<file path="src/rtl/fsp_pkg.sv">
package fsp_pkg;

  typedef enum logic [4:0] {
    CMD_FILL  = 5'b00001,
    CMD_ERASE = 5'b00011,
    CMD_WRITE = 5'b00101,
    CMD_LOCK  = 5'b01001,
    CMD_RWW   = 5'b10001
  } fspCmd_e;

  typedef struct packed {
    logic fill;
    logic latch;
    logic clearBuf;
  } dpStb_t;

  function automatic logic isValidCmd(input logic [4:0] v);
    return (v == CMD_FILL) || (v == CMD_ERASE) || (v == CMD_WRITE) ||
           (v == CMD_LOCK) || (v == CMD_RWW);
  endfunction

endpackage

</file>
<file path="src/rtl/fsp_ctrl.sv">
module fsp_ctrl
  import fsp_pkg::*;
#(
  parameter int WINDOW = 4
) (
  input  logic         clk,
  input  logic         rstN,
  input  logic         ctlWrEn,
  input  logic [4:0]   ctlWrData,
  input  logic         storeStb,
  input  logic [7:0]   storeLowByte,
  input  logic         flashAck,
  input  logic         nrwwHit,
  output logic [4:0]   ctlBits,
  output logic         busy,
  output logic         cpuHalt,
  output logic         flashReq,
  output logic         flashOp,
  output logic         lockStb,
  output logic [7:0]   lockBits,
  output logic         rwwStb,
  output dpStb_t       stb
);

  localparam int CNT_W = $clog2(WINDOW + 1);
  localparam logic [CNT_W-1:0] WIN_LOAD = CNT_W'(WINDOW - 1);

  logic [4:0]       ctlQ;
  logic [CNT_W-1:0] winCnt;
  logic             busyQ;
  logic             opWriteQ;
  logic             wrValid;
  logic             armed;
  logic             accept;

  assign wrValid = ctlWrEn && !busyQ && isValidCmd(ctlWrData);
  assign armed   = ctlQ[0] && !busyQ;
  assign accept  = storeStb && armed && !wrValid;

  always_comb begin
    stb.fill     = accept && (ctlQ == CMD_FILL);
    stb.latch    = accept && ((ctlQ == CMD_ERASE) || (ctlQ == CMD_WRITE));
    stb.clearBuf = busyQ && flashAck && opWriteQ;
  end

  always_ff @(posedge clk) begin
    if (!rstN) begin
      ctlQ     <= '0;
      winCnt   <= '0;
      busyQ    <= 1'b0;
      opWriteQ <= 1'b0;
      flashReq <= 1'b0;
      lockStb  <= 1'b0;
      lockBits <= '0;
      rwwStb   <= 1'b0;
    end else begin
      flashReq <= 1'b0;
      lockStb  <= 1'b0;
      rwwStb   <= 1'b0;
      if (busyQ) begin
        if (flashAck) begin
          busyQ <= 1'b0;
          ctlQ  <= '0;
        end
      end else if (wrValid) begin
        ctlQ   <= ctlWrData;
        winCnt <= WIN_LOAD;
      end else if (accept) begin
        unique case (ctlQ)
          CMD_ERASE, CMD_WRITE: begin
            busyQ    <= 1'b1;
            flashReq <= 1'b1;
            opWriteQ <= (ctlQ == CMD_WRITE);
          end
          CMD_LOCK: begin
            lockStb  <= 1'b1;
            lockBits <= storeLowByte;
            ctlQ     <= '0;
          end
          CMD_RWW: begin
            rwwStb <= 1'b1;
            ctlQ   <= '0;
          end
          default: ctlQ <= '0;
        endcase
      end else if (ctlQ[0]) begin
        if (winCnt == '0) ctlQ <= '0;
        else winCnt <= winCnt - 1'b1;
      end
    end
  end

  assign ctlBits = ctlQ;
  assign busy    = busyQ;
  assign flashOp = opWriteQ;
  assign cpuHalt = busyQ && nrwwHit;


  req_in_busy_chk: assert property (@(posedge clk) disable iff (!rstN)
    flashReq |-> busy);

  single_req_chk: assert property (@(posedge clk) disable iff (!rstN)
    flashReq |=> !flashReq);

  enable_held_chk: assert property (@(posedge clk) disable iff (!rstN)
    busy |-> ctlBits[0]);

  halt_in_busy_chk: assert property (@(posedge clk) disable iff (!rstN)
    cpuHalt |-> busy);

  legal_ctl_chk: assert property (@(posedge clk) disable iff (!rstN)
    (ctlBits != 5'b0) |-> isValidCmd(ctlBits));

  busy_hold_chk: assert property (@(posedge clk) disable iff (!rstN)
    (busy && !flashAck) |=> busy);

endmodule

</file>
<file path="src/rtl/fsp_datapath.sv">
module fsp_datapath
  import fsp_pkg::*;
#(
  parameter int          WORD_W     = 7,
  parameter int          DATA_W     = 16,
  parameter int          Z_W        = 16,
  parameter int          SEL_W      = 8,
  parameter int unsigned NRWW_START = 240
) (
  input  logic                          clk,
  input  logic                          rstN,
  input  dpStb_t                        stb,
  input  logic [DATA_W-1:0]             storeData,
  input  logic [Z_W-1:0]                zPtr,
  input  logic [SEL_W-1:0]              pageSel,
  input  logic [WORD_W-1:0]             bufRdAddr,
  output logic [SEL_W+Z_W-WORD_W-2:0]   flashPage,
  output logic                          nrwwHit,
  output logic [DATA_W-1:0]             bufRdData
);

  localparam int PAGE_W = SEL_W + Z_W - WORD_W - 1;
  localparam int DEPTH  = 1 << WORD_W;
  localparam logic [PAGE_W-1:0] BOUNDARY = PAGE_W'(NRWW_START);

  logic [DATA_W-1:0] bufMem [DEPTH];
  logic [PAGE_W-1:0] pageQ;
  logic [WORD_W-1:0] wordIdx;
  logic              unusedZ0;

  assign wordIdx  = zPtr[WORD_W:1];
  assign unusedZ0 = zPtr[0];

  always_ff @(posedge clk) begin
    if (!rstN || stb.clearBuf) begin
      for (int i = 0; i < DEPTH; i++) bufMem[i] <= '1;
    end else if (stb.fill) begin
      bufMem[wordIdx] <= storeData;
    end
  end

  always_ff @(posedge clk) begin
    if (!rstN) pageQ <= '0;
    else if (stb.latch) pageQ <= {pageSel, zPtr[Z_W-1:WORD_W+1]};
  end

  assign flashPage = pageQ;
  assign nrwwHit   = (pageQ >= BOUNDARY);
  assign bufRdData = bufMem[bufRdAddr];


  page_hold_chk: assert property (@(posedge clk) disable iff (!rstN)
    !stb.latch |=> $stable(flashPage));

  fill_word_chk: assert property (@(posedge clk) disable iff (!rstN)
    stb.fill |=> (bufMem[$past(wordIdx)] == $past(storeData)));

endmodule

</file>
<file path="src/rtl/flash_selfprog_ctrl.sv">
module flash_selfprog_ctrl
  import fsp_pkg::*;
#(
  parameter int unsigned NRWW_START = 240,
  parameter int          WINDOW     = 4
) (
  input  logic        clk,
  input  logic        rstN,
  input  logic        ctlWrEn,
  input  logic [4:0]  ctlWrData,
  output logic [4:0]  ctlBits,
  input  logic        storeStb,
  input  logic [15:0] storeData,
  input  logic [15:0] zPtr,
  input  logic [7:0]  pageSel,
  output logic        busy,
  output logic        cpuHalt,
  output logic        flashReq,
  output logic        flashOp,
  output logic [15:0] flashPage,
  input  logic        flashAck,
  output logic        lockStb,
  output logic [7:0]  lockBits,
  output logic        rwwStb,
  input  logic [6:0]  bufRdAddr,
  output logic [15:0] bufRdData
);

  dpStb_t stb;
  logic   nrwwHit;

  fsp_ctrl #(.WINDOW(WINDOW)) ctrl_i (
    .clk(clk), .rstN(rstN), .ctlWrEn(ctlWrEn), .ctlWrData(ctlWrData),
    .storeStb(storeStb), .storeLowByte(storeData[7:0]), .flashAck(flashAck),
    .nrwwHit(nrwwHit), .ctlBits(ctlBits), .busy(busy), .cpuHalt(cpuHalt),
    .flashReq(flashReq), .flashOp(flashOp), .lockStb(lockStb),
    .lockBits(lockBits), .rwwStb(rwwStb), .stb(stb)
  );

  fsp_datapath #(
    .WORD_W(7), .DATA_W(16), .Z_W(16), .SEL_W(8), .NRWW_START(NRWW_START)
  ) dp_i (
    .clk(clk), .rstN(rstN), .stb(stb), .storeData(storeData), .zPtr(zPtr),
    .pageSel(pageSel), .bufRdAddr(bufRdAddr), .flashPage(flashPage),
    .nrwwHit(nrwwHit), .bufRdData(bufRdData)
  );

endmodule

</file>
<file path="config.mk">
export PLATFORM = sky130hd
export DESIGN_NAME = flash_selfprog_ctrl
export DESIGN_NICKNAME = d
export VERILOG_FILES = /design/src/rtl/fsp_pkg.sv /design/src/rtl/fsp_ctrl.sv /design/src/rtl/fsp_datapath.sv /design/src/rtl/flash_selfprog_ctrl.sv
export SDC_FILE = /design/constraint.sdc
export NUM_CORES = 2
export LEC_CHECK = 0
export ABC_AREA = 1
export BUFFER_PORTS_ARGS = -buffer_cell sky130_fd_sc_hd__buf_2
export CAP_MARGIN = 20
export CORE_MARGIN = 2
export CORE_UTILIZATION = 51
export DETAILED_ROUTE_END_ITERATION = 8
export GPL_ROUTABILITY_DRIVEN = 0
export PLACE_DENSITY = 0.67
export SLEW_MARGIN = 20
export SYNTH_ARGS = -nofsm -noshare
export SYNTH_HDL_FRONTEND = slang
export SYNTH_SLANG_ARGS = --single-unit
</file>
<file path="constraint.sdc">
create_clock -name clk -period 9.2 [get_ports clk]
set_input_delay 1.84 -clock clk [delete_from_list [all_inputs] [get_ports clk]]
set_output_delay 1.84 -clock clk [all_outputs]
set_load 0.01 [all_outputs]
</file>
# == Word-level counts from Yosys, hierarchy flattened ==
# Memory sizes are Yosys's and may differ from the RTL's.
# Index checks and enable logic that the tools add are counted.
# totals
register_bits,37
mem_bits_rw,2048
inputBits,57
output_inout_bits,51
word_cells,89
n_memories,1
# classes
add_sub_neg,1
magnitude_cmp,1
n_eq_ne,14
mux,26
n_bitwise,4
reduce_logical,32
# mem_list
name,depth,word_bits,rd,rd_ports_with_merged_regs,write_ports,line_no,text
dp_i.bufMem,128,16,1,0,128,fsp_datapath.sv:26,logic [DATA_W-1:0] bufMem [DEPTH];
# op_table
cell,count
$mux W5,7
$ge A16 B8 Y1 const B,1
$mux W16,1
$reduce_and A4 Y1,4
$reduce_or A16 Y1,1
$mux W1,13
$mux W3,4
$eq A5 B1 Y1 const B,2
$eq A5 B2 Y1 const B,2
$eq A5 B3 Y1 const B,2
$eq A5 B4 Y1 const B,2
$eq A5 B5 Y1 const B,2
$logic_and A1 B1 Y1,10
$reduce_bool A4 Y1,2
$mux W7,1
$logic_or A1 B1 Y1,6
$ne A2 B1 Y1 const B,2
$ne A4 B2 Y1 const B,1
$not A1 Y1,4
$reduce_or A2 Y1,2
$reduce_or A4 Y1,1
$logic_not A1 Y1,3
$logic_not A3 Y1,1
$sub A3 B1 Y3 const B,1
other kinds (3),3

# == Logic depth before layout (Yosys ltp) ==
# depth
word_depth,14
ltp_mapped,13
depth_no_buf,9

# == Cells and area by module ==
# Synthesis repeated with hierarchy kept, for this count alone.
# unflattened
cells_unflattened,9603
area_unflattened_um2,95082.4
# modules_own_cells
mod,instances,cells_per_inst,area_per_inst_um2,seq_area_each_um2
fsp_datapath,1,9451,94017.7,61819.3
fsp_ctrl,1,152,1064.8,420.4

# == Least setup slack after synthesis ==
# Ideal clock, no wire load.
# synth_timing
path_type,input port to output port
from,input bufRdAddr[0]
to,output bufRdData[0]
arrival_time_ps,3339
t_required_ps,7360
setup_slack_ps,4021
path_stages,13
n_path_buf,4
path_cell_list,buf_2 -> inv_2 -> buf_2 -> clkbuf_1 -> clkbuf_1 -> nand2_1 -> nand3_1 -> nand3_1 -> nand3_1 -> nand3_1 -> nand3_1 -> nand3_1 -> nand2_1
# synth_between
elab_chain_cells,1
# synth_lines
item,line_no,text
"start, declared",flash_selfprog_ctrl.sv:25,"input logic [6:0] bufRdAddr,"
$mem_v2 Z128 W16,--,
"end, declared",flash_selfprog_ctrl.sv:26,output logic [15:0] bufRdData
# No other way between the ends.

# == Final worst setup path ==
# layout_timing
from,input bufRdAddr[0]
to,output bufRdData[11]
# Same word-level chain as after synthesis.

==> qor.csv <==
metric,value,unit
"most common cell after layout, fill and taps aside",nand2_1,
Tightest Hold Check Type,reg -> reg,
Max VDD drop,0.1770,mV
CTS tree,yes,
final setup TNS,0,ps
CP required,7360,ps
r2r setup slk,4730,ps
CP peak stage delay,690,ps
mean area per synthesized cell,9.984,sq um
Cell variety after synth,31,
CP Class,in -> out,
Core Region,185800,sq um
Worst setup EP type,output port,
clock period minus worst slack,7235,ps
vias in the first global route,65960,
die width,436.7,um
row cnt,158,
CTS H-tree lvls,4,
worst slew pin tran,1200,ps
"Hold Vio Cnt, Final",0,
clock sinks,2085,
Post-Route Skew,19.81,ps
post-layout util,55.94,%
placed cell count,11500,
"CTS clk-pin slew, worst paths",60,ps
Hold Path Origin,dp_i.flashPage[3],
cell count of the worst reg-to-reg path,9,
Worst Slack Setup Final,1965,ps
Syn Nets,9623,
Crit-path slowest cell,inv_8,
via count,69870,
fin crit share,78.64,%
Post-synth EDFFs,2048,
Final #Nets,9292,
Buf/Inv on CP,4,
initial core utilization,51.39,%
HPWL after DPL,158.4,mm
asr flop ratio synth,0,%
Finished Cell Area,103900,sq um
die area,190700,sq um
DRT Wirelength,278.3,mm
Syn Inst Count,9564,
Detailed Routing Iterations Pass 1,9,
Mapped Area,95490,sq um
RSZ-0062 raised after global routing,no,
Die Y,436.7,um
hold path depth,2,
pre-CTS WS,2133,ps
worst skew pair latency,840,ps
Seq cells post-synth,2085,
final hold slack,447.9,ps
Num CTS Buffers,207,
Worst setup startpoint,bufRdAddr[0],
port buffer count,106,
root buffer cell,clkbuf_16,
final slew viol count,0,
# hold bufs at CTS,0,
Max Fclk,138.2,MHz
final-report setup violation count,0,
total power,20.42,mW
IO Count,108,
DRC errors left,0,
"Cell Area, Placed",97270,sq um
Leak,34.29,nW
sequential area share after synthesis,65.18,%
R2R Path End,dp_i.bufMem[76][7],
most frequent cells in the layout,"4130 x nand2_1, 2048 x edfxtp_1, 2025 x nand3_1, 211 x clkbuf_16, 191 x buf_4",
maximum fanout along the worst path,96,
largest net degree at the start of global routing,176,
ys flop type,edfxtp_1,
initial antenna violation count,6,
CTS Buffer Depth,3,
remaining global-route overflow,0,
CP dominant cell by count,nand3_1,
WL per Instance,23.42,um
family with the most delay on the worst path,simple AND/OR/NAND/NOR gates,
layout cells sized above 1,8.266,%
critical path data arrival time,5400,ps
CP startpoint kind,input pin,
Hold EP,dp_i.flashPage[3],
Routed Antenna Nets,0,
worst r2r src,ctrl_i.busy,
Layout Area Growth over Synthesis,8.855,%
DRT iter0 DRCs,10340,
synth warn,0,
pwr/cell area,196.5,nW/um^2
post-CTS sizing,0,
Max-Cap Viols,0,
Total GRT Usage,28.76,%
Vias/cell,5.878,
Worst slew margin,20.00,%
postcts setup bufs,0,
crit path cell chain,buf_8 > inv_8 > buf_4 > nand2_1 > nand3_1 > nand3_1 > nand3_1 > nand3_1 > nand3_1 > nand3_1 > nand2_1 > buf_2,
status,completed,
first-pass GRT wire length,414.3,mm
Layout Cells excl Fill,11890,
-- power breakdown --
| part | total (mW) | internal [mW] | switching, mW |
|---|---|---|---|
| clock network | 8.41 | 4.78 | 3.62 |
| logic | 1.61 | 0.337 | 1.27 |
| registers | 10.4 | 10.4 | 0.00488 |
-- metal layers --
layer / routed length (um) / track usage, % / vias up
li1: - / - / 31800
met1: 107300 / 39.06 / 33780
met2: 127900 / 44.50 / 3713
met3: 29340 / 6.115 / 581
met4: 13750 / 13.24 / 0
met5: 0 / 0 / -
-- sequential cells by signal, summed over array words and instances (netlist names) --
name	cells
dp_i.bufMem	2048
dp_i.flashPage	16
ctrl_i.flashOp	1
ctrl_i.flashReq	1
ctrl_i.rwwStb	1
ctrl_i.busy	1
ctrl_i.lockBits	8
ctrl_i.winCnt	3
ctrl_i.lockStb	1
ctrl_i.ctlBits	5
-- how the worst max path moves through the flow --
stage / to / slack, ps / cells after the start
global placement: bufRdData[11] / 2120 / 12
finish: bufRdData[11] / 1960 / 12
detailed placement: bufRdData[11] / 2130 / 12
CTS: bufRdData[11] / 2130 / 12
floorplan: bufRdData[0] / 4020 / 13
global route: bufRdData[4] / 1950 / 12
-- layout make-up --
type	count	area (sq um)
Fill cell	15800	81880
Sequential cell	2085	62240
Multi-Input combinational cell	6541	29070
Clock buffer	270	5502
Tap cell	2480	3103
Timing Repair Buffer	322	2509
Clock inverter	106	1106
Inverter	76	406.6
Antenna cell	6	15.01
-- tightest hold or removal path: cells and delay by family, from the launching register on --
kind / cells / cell delay (ps)
flops: 1 / 310
buf+inv: 1 / 50
compound gates: 1 / 50
-- cell usage after synthesis, drive strengths merged (2+ instances only) --
| master | number | area, sq um |
|---|---|---|
| a21oi | 33 | 165.2 |
| buf | 277 | 1868 |
| clkbuf | 585 | 2196 |
| clkinv | 12 | 58.80 |
| dfxtp | 37 | 740.7 |
| edfxtp | 2048 | 61500 |
| ha | 2 | 25.02 |
| inv | 64 | 240.2 |
| nand2 | 4140 | 15540 |
| nand3 | 2026 | 10140 |
| nand4 | 4 | 25.02 |
| nor2 | 158 | 2071 |
| nor3 | 12 | 71.32 |
| nor4 | 2 | 12.51 |
| o21ai | 157 | 785.8 |
| or2 | 2 | 12.51 |
-- cells by family after synthesis --
family,share of synthesized area (%)
simple gates,29.21
compound gates,1.010
xor+xnor,0.009174
flops,65.18
buf+inv,4.569
fa+ha+maj,0.02620
Note: power is estimated with default switching activity, not from simulation.
